[src/rtl/gpio_irq_pkg.sv]
package gpio_irq_pkg;

  // Byte offsets decoded by the register file
  localparam logic [31:0] OFS_DIR  = 32'h00;
  localparam logic [31:0] OFS_IN   = 32'h08;
  localparam logic [31:0] OFS_OUT  = 32'h10;
  localparam logic [31:0] OFS_SET  = 32'h18;
  localparam logic [31:0] OFS_CLR  = 32'h20;
  localparam logic [31:0] OFS_MODE = 32'h30;

  typedef enum logic [2:0] {
    SEL_NONE,
    SEL_DIR,
    SEL_IN,
    SEL_OUT,
    SEL_SET,
    SEL_CLR,
    SEL_MODE
  } reg_sel_e;

  // Address to register selector; anything unlisted maps to SEL_NONE
  function automatic reg_sel_e f_decode(input logic [31:0] addr);
    case (addr)
      OFS_DIR:  return SEL_DIR;
      OFS_IN:   return SEL_IN;
      OFS_OUT:  return SEL_OUT;
      OFS_SET:  return SEL_SET;
      OFS_CLR:  return SEL_CLR;
      OFS_MODE: return SEL_MODE;
      default:  return SEL_NONE;
    endcase
  endfunction

  // Next value of one output data bit for a given access
  function automatic logic f_out_next(input reg_sel_e sel, input logic wr_en,
                                      input logic cur, input logic wbit);
    if (!wr_en) return cur;
    case (sel)
      SEL_OUT: return wbit;
      SEL_SET: return cur | wbit;
      SEL_CLR: return cur & ~wbit;
      default: return cur;
    endcase
  endfunction

  // Next interrupt wire value: edge detector in both-edge mode, else polarity XOR
  function automatic logic f_irq_next(input logic both, input logic pol,
                                      input logic lvl, input logic prev);
    return both ? (lvl ^ prev) : (lvl ^ pol);
  endfunction

endpackage

[src/rtl/gpio_sync.sv]
module gpio_sync #(
  parameter int unsigned WIDTH  = 32,
  parameter int unsigned STAGES = 2
) (
  input  logic             clk,
  input  logic             rst_n,
  input  logic [WIDTH-1:0] d,
  output logic [WIDTH-1:0] q
);

  logic [STAGES-1:0][WIDTH-1:0] chain_q;

  generate
    if (STAGES == 1) begin : g_single
      always_ff @(posedge clk or negedge rst_n) begin
        if (!rst_n) chain_q <= '0;
        else        chain_q[0] <= d;
      end
    end else begin : g_multi
      always_ff @(posedge clk or negedge rst_n) begin
        if (!rst_n) chain_q <= '0;
        else        chain_q <= {chain_q[STAGES-2:0], d};
      end
    end
  endgenerate

  assign q = chain_q[STAGES-1];

endmodule

[src/rtl/gpio_regs.sv]
module gpio_regs
  import gpio_irq_pkg::*;
#(
  parameter int unsigned NUM_PINS = 32,
  parameter int unsigned NUM_IRQ  = 16,
  parameter int unsigned ADDR_W   = 8,
  parameter int unsigned BUS_W    = 32
) (
  input  logic                clk,
  input  logic                rst_n,
  input  logic                sel,
  input  logic                wr,
  input  logic [ADDR_W-1:0]   addr,
  input  logic [BUS_W-1:0]    wdata,
  output logic [BUS_W-1:0]    rdata,
  input  logic [NUM_PINS-1:0] in_lvl,
  output logic [NUM_PINS-1:0] dir_q,
  output logic [NUM_PINS-1:0] out_q,
  output logic [NUM_IRQ-1:0]  mode_q
);

  reg_sel_e             sel_w;
  logic                 wr_en;
  logic                 rd_en;
  logic [NUM_PINS-1:0]  out_d;

  assign sel_w = f_decode(32'(addr));
  assign wr_en = sel & wr;
  assign rd_en = sel & ~wr;

  // Direction register
  always_ff @(posedge clk or negedge rst_n) begin
    if (!rst_n)                        dir_q <= '0;
    else if (wr_en && sel_w == SEL_DIR) dir_q <= wdata[NUM_PINS-1:0];
  end

  // Output data: whole write, set alias, clear alias
  generate
    for (genvar b = 0; b < NUM_PINS; b++) begin : g_out_bit
      assign out_d[b] = f_out_next(sel_w, wr_en, out_q[b], wdata[b]);
    end
  endgenerate

  always_ff @(posedge clk or negedge rst_n) begin
    if (!rst_n) out_q <= '0;
    else        out_q <= out_d;
  end

  // Interrupt mode bits, one per interrupt-capable line
  always_ff @(posedge clk or negedge rst_n) begin
    if (!rst_n)                          mode_q <= '0;
    else if (wr_en && sel_w == SEL_MODE) mode_q <= wdata[NUM_IRQ-1:0];
  end

  // Read multiplexer; aliases and holes return zero
  always_comb begin
    rdata = '0;
    if (rd_en) begin
      case (sel_w)
        SEL_DIR:  rdata[NUM_PINS-1:0] = dir_q;
        SEL_IN:   rdata[NUM_PINS-1:0] = in_lvl;
        SEL_OUT:  rdata[NUM_PINS-1:0] = out_q;
        SEL_MODE: rdata[NUM_IRQ-1:0]  = mode_q;
        default:  rdata = '0;
      endcase
    end
  end

endmodule

[src/rtl/gpio_irq_shaper.sv]
module gpio_irq_shaper
  import gpio_irq_pkg::*;
#(
  parameter int unsigned NUM_IRQ = 16
) (
  input  logic               clk,
  input  logic               rst_n,
  input  logic [NUM_IRQ-1:0] lvl,
  input  logic [NUM_IRQ-1:0] pol,
  input  logic [NUM_IRQ-1:0] both,
  output logic [NUM_IRQ-1:0] edge_evt,
  output logic [NUM_IRQ-1:0] irq_q
);

  logic [NUM_IRQ-1:0] prev_q;
  logic [NUM_IRQ-1:0] irq_d;

  generate
    for (genvar n = 0; n < NUM_IRQ; n++) begin : g_line
      assign irq_d[n] = f_irq_next(both[n], pol[n], lvl[n], prev_q[n]);
    end
  endgenerate

  assign edge_evt = lvl ^ prev_q;

  always_ff @(posedge clk or negedge rst_n) begin
    if (!rst_n) begin
      prev_q <= '0;
      irq_q  <= '0;
    end else begin
      prev_q <= lvl;
      irq_q  <= irq_d;
    end
  end

endmodule

[src/rtl/gpio_irq_ctrl.sv]
module gpio_irq_ctrl #(
  parameter int unsigned NUM_PINS    = 32,
  parameter int unsigned NUM_IRQ     = 16,
  parameter int unsigned ADDR_W      = 8,
  parameter int unsigned BUS_W       = 32,
  parameter int unsigned SYNC_STAGES = 2
) (
  input  logic                clk,
  input  logic                rst_n,
  input  logic                bus_sel,
  input  logic                bus_wr,
  input  logic [ADDR_W-1:0]   bus_addr,
  input  logic [BUS_W-1:0]    bus_wdata,
  output logic [BUS_W-1:0]    bus_rdata,
  input  logic [NUM_PINS-1:0] pad_in,
  output logic [NUM_PINS-1:0] pad_out,
  output logic [NUM_PINS-1:0] pad_oe,
  output logic [NUM_IRQ-1:0]  irq_out
);

  // Named internal events, visible to the bound checker
  logic [NUM_PINS-1:0] sync_lvl;
  logic [NUM_PINS-1:0] dir_bits;
  logic [NUM_PINS-1:0] out_bits;
  logic [NUM_IRQ-1:0]  mode_bits;
  logic [NUM_IRQ-1:0]  edge_evt;

  gpio_sync #(
    .WIDTH  (NUM_PINS),
    .STAGES (SYNC_STAGES)
  ) u_sync (
    .clk   (clk),
    .rst_n (rst_n),
    .d     (pad_in),
    .q     (sync_lvl)
  );

  gpio_regs #(
    .NUM_PINS (NUM_PINS),
    .NUM_IRQ  (NUM_IRQ),
    .ADDR_W   (ADDR_W),
    .BUS_W    (BUS_W)
  ) u_regs (
    .clk    (clk),
    .rst_n  (rst_n),
    .sel    (bus_sel),
    .wr     (bus_wr),
    .addr   (bus_addr),
    .wdata  (bus_wdata),
    .rdata  (bus_rdata),
    .in_lvl (sync_lvl),
    .dir_q  (dir_bits),
    .out_q  (out_bits),
    .mode_q (mode_bits)
  );

  gpio_irq_shaper #(
    .NUM_IRQ (NUM_IRQ)
  ) u_shaper (
    .clk      (clk),
    .rst_n    (rst_n),
    .lvl      (sync_lvl[NUM_IRQ-1:0]),
    .pol      (out_bits[NUM_IRQ-1:0]),
    .both     (mode_bits),
    .edge_evt (edge_evt),
    .irq_q    (irq_out)
  );

  assign pad_out = out_bits;
  assign pad_oe  = dir_bits;

endmodule

[config.mk]
export PLATFORM = sky130hd
export DESIGN_NAME = gpio_irq_ctrl
export DESIGN_NICKNAME = d
export VERILOG_FILES = /design/src/rtl/gpio_irq_pkg.sv /design/src/rtl/gpio_sync.sv /design/src/rtl/gpio_regs.sv /design/src/rtl/gpio_irq_shaper.sv /design/src/rtl/gpio_irq_ctrl.sv
export SDC_FILE = /design/constraint.sdc
export NUM_CORES = 1
export LEC_CHECK = 0
export BUFFER_PORTS_ARGS = -buffer_cell sky130_fd_sc_hd__buf_2
export CORE_UTILIZATION = 47
export CTS_BUF_LIST = sky130_fd_sc_hd__clkbuf_16
export DETAILED_ROUTE_END_ITERATION = 10
export PLACE_DENSITY = 0.75
export SLEW_MARGIN = 20
export SYNTH_ARGS = -nofsm -noshare
export SYNTH_HDL_FRONTEND = slang
export SYNTH_SLANG_ARGS = --single-unit
[constraint.sdc]
create_clock -name clk -period 1.8 [get_ports clk]
set_input_delay 0.18 -clock clk [delete_from_list [all_inputs] [get_ports clk]]
set_output_delay 0.18 -clock clk [all_outputs]
set_load 0.01 [all_outputs]
==> results of run 1 <==
sequential cells by signal, indices dropped and copies added, names as in the netlist:
register,count
u_regs.mode_q,16
u_sync.chain_q,32
u_regs.out_q,32
u_shaper.prev_q,16
u_sync.q,32
u_shaper.irq_q,16
u_regs.dir_q,32
final cells by class:
class / count / area share
well taps: 184 / 0.0232
flip-flops and latches: 176 / 0.445
multi-input cells: 341 / 0.270
clock buffers: 17 / 0.0429
repair buffers: 287 / 0.206
inverters: 1 / 0.000379
clock inverters: 15 / 0.0135
cell usage in the layout, fill, tap and decap left out, types with 11 or more instances in the layout:
master                          netlist  routed
sky130_fd_sc_hd__buf_12               0      11
sky130_fd_sc_hd__xnor2_1             16      16
sky130_fd_sc_hd__mux2i_1             32      32
sky130_fd_sc_hd__a22oi_1             31      21
sky130_fd_sc_hd__mux2_2              57      54
sky130_fd_sc_hd__nand3b_1            34      34
sky130_fd_sc_hd__nand2_1             65      65
sky130_fd_sc_hd__buf_4                1      28
sky130_fd_sc_hd__nand3_1             32      32
sky130_fd_sc_hd__buf_2                2     184
sky130_fd_sc_hd__o2bb2ai_1           16      16
sky130_fd_sc_hd__clkbuf_16            0      18
sky130_fd_sc_hd__dfrtp_1            176     176
sky130_fd_sc_hd__dlygate4sd3_1        0      52
sky130_fd_sc_hd__nor2_1              34      32
synth_stat cells:
cell	number
sky130_fd_sc_hd__nand4_1	1
sky130_fd_sc_hd__mux2i_1	32
sky130_fd_sc_hd__o2bb2ai_1	16
sky130_fd_sc_hd__mux2_2	57
sky130_fd_sc_hd__nor4_2	2
sky130_fd_sc_hd__nand2b_1	1
sky130_fd_sc_hd__buf_1	3
sky130_fd_sc_hd__a21oi_1	1
sky130_fd_sc_hd__nor3_1	2
sky130_fd_sc_hd__a211oi_1	1
sky130_fd_sc_hd__a2111o_1	1
sky130_fd_sc_hd__or4_1	1
sky130_fd_sc_hd__nor2_1	34
sky130_fd_sc_hd__a22oi_1	31
sky130_fd_sc_hd__or3b_2	1
sky130_fd_sc_hd__dfrtp_1	176
sky130_fd_sc_hd__inv_1	1
sky130_fd_sc_hd__nand3_1	32
sky130_fd_sc_hd__nor3b_4	1
sky130_fd_sc_hd__o2111ai_1	1
sky130_fd_sc_hd__buf_4	1
sky130_fd_sc_hd__clkbuf_1	20
sky130_fd_sc_hd__nand2_1	65
sky130_fd_sc_hd__nor2b_1	1
sky130_fd_sc_hd__nand3b_1	34
sky130_fd_sc_hd__xnor2_1	16
sky130_fd_sc_hd__buf_6	3
sky130_fd_sc_hd__buf_2	2
sky130_fd_sc_hd__nor4_4	2
sky130_fd_sc_hd__a32oi_1	1
sky130_fd_sc_hd__mux2_1	7
path summary, 6_finish.rpt:
| check | from | endpoint | slack, ns | depth (start not counted) |
|---|---|---|---|---|
| setup / recovery | bus_addr[1] | bus_rdata[15] | -0.21 | 8 |
| hold / removal | bus_wdata[22] | u_regs.out_q[22] | 0.02 | 3 |
| setup reg to reg | u_regs.mode_q[7] | u_shaper.irq_q[7] | 0.91 | 2 |
| hold reg to reg | u_sync.chain_q[3] | u_sync.q[3] | 0.35 | 0 |
| max in group asynchronous | rst_n | u_sync.chain_q[19] | 0.95 | 3 |
| min in group asynchronous | rst_n | u_shaper.prev_q[13] | 0.18 | 2 |
layer usage:
layer  global-route usage  wire length, um  vias up  part of all wire
met5                    0                0        -                 0
met2                0.429             9760      247              0.50
met4               0.0992              360        0             0.018
li1                     -                -     2492                 -
met1                0.331             8170     2780              0.42
met3               0.0597             1390       30             0.071
repair_timing:
| item | CTS | global route |
|---|---|---|
| gates resized for setup | 17 | 11 |
| setup buffers | 6 | 1 |
| hold endpoints to repair | 200 | 0 |
| cloned | 2 | 2 |
| setup endpoints to repair | 32 | 64 |
| pin swaps | 17 | 15 |
| hold buffers | 52 | 0 |
worst max-delay path: cells and delay by family:
| family | cells | cell delay (ns) |
|---|---|---|
| AND/OR/NAND/NOR | 3 | 0.94 |
| AO/OA/AOI/OAI | 1 | 0.09 |
| buffers and inverters | 4 | 0.62 |
power by group:
group / switching, mW / internal [mW]
Combinational: 0.392 / 0.383
Clock: 1.58 / 1.91
Sequential: 0.130 / 4.16
per-stage QoR:
| step | cell area, sq um | util |
|---|---|---|
| 6_report | 9910 | 0.679 |
| 5_1_grt | 9910 | 0.679 |
| 4_1_cts | 9860 | 0.676 |
| 3_5_place_dp | 8610 | 0.590 |
| 3_3_place_gp | 8610 | 0.590 |
| 2_1_floorplan | 7110 | - |
logic make-up after synthesis:
logic type / share of synthesized area
buf+inv: 0.0200
xor+xnor: 0.0199
compound gates: 0.0587
mux: 0.147
simple gates: 0.130
flops: 0.624
==> results.md, run 1 <==
| Stage | Parameter | This run |
|:---|:---|:---|
| grt | Global router's overall resource usage | 0.259 |
| synthesis | Cell accounting for the most synthesized area | sky130_fd_sc_hd__dfrtp_1 |
| clock tree | Clock sink count | 176 |
| worst hold path | Type of the worst min-delay path | in2reg |
| cells and area | Register Area | 4400 sq um |
| critical path | CP Max Fanout | 8 |
| grt | Global-route wire length before repair | 31.1 mm |
| synthesis | Cell area after technology mapping | 7060 sq um |
| timing | Worst slack on hold paths | 0.0162 ns |
| timing | Worst setup slack after layout | -0.212 ns |
| drt | Vias | 5549 |
| timing | Final critical path time including I/O delays and setup | 2.01 ns |
| placed design | Total of buffers placed on input and output ports | 187 |
| placed design | Total half-perimeter wirelength after legalization and detailed placement | 12.5 mm |
| critical path | Required time at the worst-slack endpoint | 1.62 ns |
| synthesis | Synthesized netlist net count | 623 |
| drt | Initial DRC Count | 346 |
| cells and area | Share of final-layout standard cells stronger than drive strength 1 | 0.424 |
| die | Number of placed I/O pins | 188 |
| clock tree | Clock Tree Root | sky130_fd_sc_hd__clkbuf_16 |
| critical path | CP arrival | 1.83 ns |
| timing | Final number of setup-violating endpoints | 42 |
| clock tree | Clock latency on the worst-skew pair | 0.43 ns |
| clock tree | CTS tree | done |
| timing | Total negative setup slack | -4.91 ns |
| timing | Max-slew violation count | 0 |
| die | Die Area | 15500 sq um |
| clock tree | Maximum clock insertion buffer count | 2 |
| critical path | Crit path capture type | output pin |
| clock tree | CTS H-tree depth | 4 |
| die | Initial Utilization | 0.484 |
| grt | Leftover overflow at the end of global routing | 0 |
| die | Core area | 14600 sq um |
| critical path | CP cell instances | buf_6, or4_4, buf_6, nor3_4, buf_6, a22oi_2, nor2_1, buf_2 |
| timing | Unrepaired setup endpoints after global routing | true |
| die | Placement Rows | 44 |
| critical path | Critical Setup Path Class | in2out |
| synthesis | Mapped Avg Cell Area | 12.9 sq um |
| power | Total power consumption of the routed design | 8.56 mW |
| placed design | Placed cells | 928 |
| drt | Detailed Route WL | 19.7 mm |
| cells and area | Multi-input gate area | 2670 sq um |
| synthesis | Count of unique library cells instantiated by Yosys | 31 |
| cells and area | Number of diodes added for antenna fixing | 0 |
| timing | Remaining max-slew budget at the tightest pin | 0.749 |
| timing | Final Hold Fails | 0 |
| drt | WL per Instance | 19.3 um |
| cells and area | Fillcell total | 1023 |
| drt | Length of the first detailed-routing pass in iterations | 5 |
| drt | Number of routed nets with antenna violations | 0 |
| synthesis | Top cells by area, synth | sky130_fd_sc_hd__dfrtp_1, sky130_fd_sc_hd__mux2_2, sky130_fd_sc_hd__mux2i_1, sky130_fd_sc_hd__nand3b_1, sky130_fd_sc_hd__nand2_1 |
| timing | Worst Clk Skew | 0.00682 ns |
| power | Power per Cell Area | 864 nW/um^2 |
| synthesis | Sequential-to-total area share from yosys stat | 0.624 |
| power | Static leakage power | 4.75 nW |
| synthesis | Syn Inst Count | 547 |
| critical path | Most used cell, CP | sky130_fd_sc_hd__buf_6 |
| drt | Post-route DRC violation count | 0 |
| critical path | Max stage delay cell, worst path | sky130_fd_sc_hd__or4_4 |
| cells and area | Final Instance Count excl. Fillers | 1021 |
| timing | Actual slew at the worst max-slew pin | 0.376 ns |
| critical path | Startpoint type of the worst setup path | input pin |
| synthesis | Post-synthesis sequential element count | 176 |
| synthesis | Warning count from the yosys run | 0 |
| grt | Number of global-route vias before repair | 5890 |
| outcome | Violated checks | negative setup slack |
| grt | Initial antenna violation count | 0 |
| drt | Vias per std cell | 5.43 |
| cells and area | Area growth syn-to-layout | 40.3% |
| grt | Pin count of the biggest net entering global routing | 64 |
| outcome | Result of the run | finished with violations |
| synthesis | Top cell type's share of synthesized area | 0.624 |
| placed design | Worst setup slack before clock tree synthesis | -0.302 ns |
| clock tree | Worst-path clk slew | 0.07 ns |
| job | # Max-Cap Violations | 0 |
| clock tree | Number of buffers added by the clock tree synthesis step | 17 |
| placed design | Routability congestion estimate from global placement | 0.829 |
| die | Width of the die | 125 um |
| cells and area | Number of nets in the finished design | 900 |
| power | Maximum VDD drop | 0.00106 V |
| critical path | Highest cell delay on the worst timing path | 0.58 ns |
| timing | Achievable clock frequency | 0.497 GHz |
| timing | Post-route clock period utilization | 1.12 |
| die | Height of the die | 125 um |
(Power assumes the default switching activity.)
==> run 2: changes to the inputs <==
Settings changed: CORE_MARGIN set to 1.5.
==> run 2 against run 1 <==
  * The run still ends with negative setup slack left
  * Core utilization decreased by 0.81 points
  * Sequential share of layout area rose by 0.54 points
  * Design area down 1.2%
  * Sequential power is essentially flat
  * Sequential cell count stayed put
  * Cell count fell by 0.78%
  * Critical endpoint is now bus_rdata[31]
  * Die area grew 1.6%
  * First-iteration DRC count grew 0.58%
==> results.md, run 2 (synthesis gave the netlist of run 1 again) <==
| Stage | Parameter | This run | vs previous |
|:---|:---|:---|:---|
| placed design | Placed cells | 933 | was 928 |
| grt | Global router's overall resource usage | 0.257 | was 0.259 |
| cells and area | Number of nets in the finished design | 892 | was 900 |
| cells and area | Number of diodes added for antenna fixing | 0 | unchanged |
| critical path | Required time at the worst-slack endpoint | 1.62 ns | about the same |
| job | # Max-Cap Violations | 0 | unchanged |
| die | Width of the die | 126 um | was 125 um |
| cells and area | Fin util | 0.671 | was 0.679 |
| placed design | Routability congestion estimate from global placement | 0.808 | was 0.829 |
| outcome | Violated checks | negative setup slack | unchanged |
| drt | WL per Instance | 19.4 um | was 19.3 um |
| timing | Final number of setup-violating endpoints | 32 | was 42 |
| grt | Pin count of the biggest net entering global routing | 61 | was 64 |
| drt | Vias per std cell | 5.57 | was 5.43 |
| drt | Initial DRC Count | 348 | was 346 |
| die | Initial Utilization | 0.484 | unchanged |
| critical path | CP Max Fanout | 15 | was 8 |
| power | Static leakage power | 4.71 nW | was 4.75 nW |
| cells and area | Area growth syn-to-layout | 38.6% | was 40.3% |
| power | Maximum VDD drop | 0.000763 V | was 0.00106 V |
| timing | Worst slack on hold paths | 0.00983 ns | was 0.0162 ns |
| clock tree | Clock latency on the worst-skew pair | 0.43 ns | about the same |
| grt | Initial antenna violation count | 0 | unchanged |
| die | Core area | 14600 sq um | unchanged |
| timing | Remaining max-slew budget at the tightest pin | 0.594 | was 0.749 |
| critical path | R2r endpoint | u_shaper.irq_q[2] | was u_shaper.irq_q[7] |
| clock tree | Number of buffers added by the clock tree synthesis step | 17 | unchanged |
| cells and area | Final Instance Count excl. Fillers | 1013 | was 1021 |
| critical path | Slack of the worst reg-to-reg path | 0.92 ns | was 0.91 ns |
| clock tree | Clock Tree Root | sky130_fd_sc_hd__clkbuf_16 | unchanged |
| drt | Post-route DRC violation count | 0 | unchanged |
| drt | Length of the first detailed-routing pass in iterations | 5 | unchanged |
| placed design | Total of buffers placed on input and output ports | 187 | unchanged |
| drt | Number of routed nets with antenna violations | 0 | unchanged |
| power | Total power consumption of the routed design | 8.80 mW | was 8.56 mW |
| drt | Detailed Route WL | 19.7 mm | about the same |
| clock tree | Clock sink count | 176 | unchanged |
| timing | Unrepaired setup endpoints after global routing | true | unchanged |
| clock tree | Maximum clock insertion buffer count | 2 | unchanged |
| cells and area | Most frequent cells in the layout | sky130_fd_sc_hd__buf_2, sky130_fd_sc_hd__dfrtp_1, sky130_fd_sc_hd__nand2_1 | unchanged |
| critical path | Count of cell instances traversed by the critical path | 8 | unchanged |
| timing | Final Hold Fails | 0 | unchanged |
| cells and area | Share of final-layout standard cells stronger than drive strength 1 | 0.425 | was 0.424 |
| grt | Leftover overflow at the end of global routing | 0 | unchanged |
| critical path | Highest cell delay on the worst timing path | 0.58 ns | about the same |
| power | Power per Cell Area | 899 nW/um^2 | was 864 nW/um^2 |
| critical path | CP arrival | 1.82 ns | was 1.83 ns |
| grt | Number of global-route vias before repair | 5920 | was 5890 |
| timing | Worst Clk Skew | 0.00625 ns | was 0.00682 ns |
| critical path | Critical Setup Path Class | in2out | unchanged |
| worst hold path | Type of the worst min-delay path | in2reg | unchanged |
| critical path | CP cell instances | buf_6, or4_4, buf_4, nor4_4, buf_12, a22oi_1, nor2_1, buf_2 | was buf_6, or4_4, buf_6, nor3_4, buf_6, a22oi_2, nor2_1, buf_2 |
| critical path | Max stage delay cell, worst path | sky130_fd_sc_hd__or4_4 | unchanged |
| grt | Global-route wire length before repair | 31.4 mm | was 31.1 mm |
| critical path | Worst Path Buf+Inv | 4 | unchanged |
| critical path | Reg2reg path depth | 2 | unchanged |
| critical path | Crit path capture type | output pin | unchanged |
| clock tree | CTS tree | done | unchanged |
| timing | Post-route clock period utilization | 1.11 | was 1.12 |
| critical path | Critical path destination | bus_rdata[31] | was bus_rdata[15] |
| timing | Final critical path time including I/O delays and setup | 2.00 ns | was 2.01 ns |
| cells and area | Most common cell after layout, fill and taps aside | sky130_fd_sc_hd__buf_2 | unchanged |
| outcome | Result of the run | finished with violations | unchanged |
| clock tree | CTS H-tree depth | 4 | unchanged |
| clock tree | Worst-path clk slew | 0.06 ns | was 0.07 ns |
| placed design | Total half-perimeter wirelength after legalization and detailed placement | 12.8 mm | was 12.5 mm |
| timing | Worst setup slack after layout | -0.202 ns | was -0.212 ns |
| timing | Max-slew violation count | 0 | unchanged |
| timing | Achievable clock frequency | 0.499 GHz | was 0.497 GHz |
| timing | Actual slew at the worst max-slew pin | 0.608 ns | was 0.376 ns |
| critical path | Startpoint type of the worst setup path | input pin | unchanged |
| critical path | CP startpoint | bus_addr[1] | unchanged |
| critical path | Family with the most delay on the worst path | simple AND/OR/NAND/NOR gates | unchanged |
| die | Number of placed I/O pins | 188 | unchanged |
| drt | Vias | 5647 | was 5549 |
| critical path | Startpoint of the lowest-slack register-to-register path | u_regs.mode_q[2] | was u_regs.mode_q[7] |
| die | Height of the die | 126 um | was 125 um |
| die | Die Area | 15800 sq um | was 15500 sq um |
| die | Placement Rows | 44 | unchanged |
-- run 2: timing repair --
item,CTS,global route
buffers inserted,3,0
setup endpoints to repair,32,64
endpoints found under the hold margin,100,0
pin swaps,15,12
hold buffers,45,0
gates resized for setup,16,5
gates cloned,1,0
-- run 2: worst register-to-register path, cell delays in order (launching register included) --
cell                      delay (ns)
sky130_fd_sc_hd__dfrtp_1        0.40
sky130_fd_sc_hd__mux2i_1        0.25
sky130_fd_sc_hd__xnor2_1        0.15
-- run 2: per-layer routing --
layer / global-route usage / part of all wire / vias up
met2: 0.418 / 0.50 / 261
met3: 0.0638 / 0.070 / 36
met1: 0.331 / 0.41 / 2881
met5: 0 / 0 / -
li1: - / - / 2469
met4: 0.104 / 0.024 / 0
-- run 2: where the power goes --
| part | internal (mW) | switching [mW] |
|---|---|---|
| logic | 0.377 | 0.393 |
| clock network | 2.18 | 1.56 |
| registers | 4.16 | 0.132 |
-- run 2: cell type report --
cell class / count / area, sq um
clock buffer: 17 / 425
clock inverter: 15 / 169
fill: 1055 / 4800
inverter: 1 / 3.75
multi-input combinational: 341 / 2670
sequential: 176 / 4400
tap: 184 / 230
timing repair buffer: 279 / 1880
-- run 2: how the worst min path moves through the flow --
stage,startpoint,to,slack [ns],depth (start not counted)
6_report,bus_wdata[20],u_regs.out_q[20],0.01,3
5_1_grt,bus_wdata[31],u_regs.out_q[31],0.009,3
4_1_cts,bus_wdata[16],u_regs.dir_q[16],0.0005,2
3_5_place_dp,rst_n,u_regs.mode_q[11],0.21,1
3_3_place_gp,rst_n,u_sync.chain_q[11],0.20,1
2_1_floorplan,rst_n,u_regs.dir_q[0],-0.12,0
-- run 2: through the flow --
stage / TNS, ns / area [sq um] / worst slack (ns)
floorplan: -14.95 / 7110 / -0.312
global placement: -16.28 / 8630 / -0.273
detailed placement: -20.27 / 8630 / -0.291
CTS: -5.51 / 9790 / -0.219
global route: -8.33 / 9790 / -0.295
finish: -4.54 / 9790 / -0.202
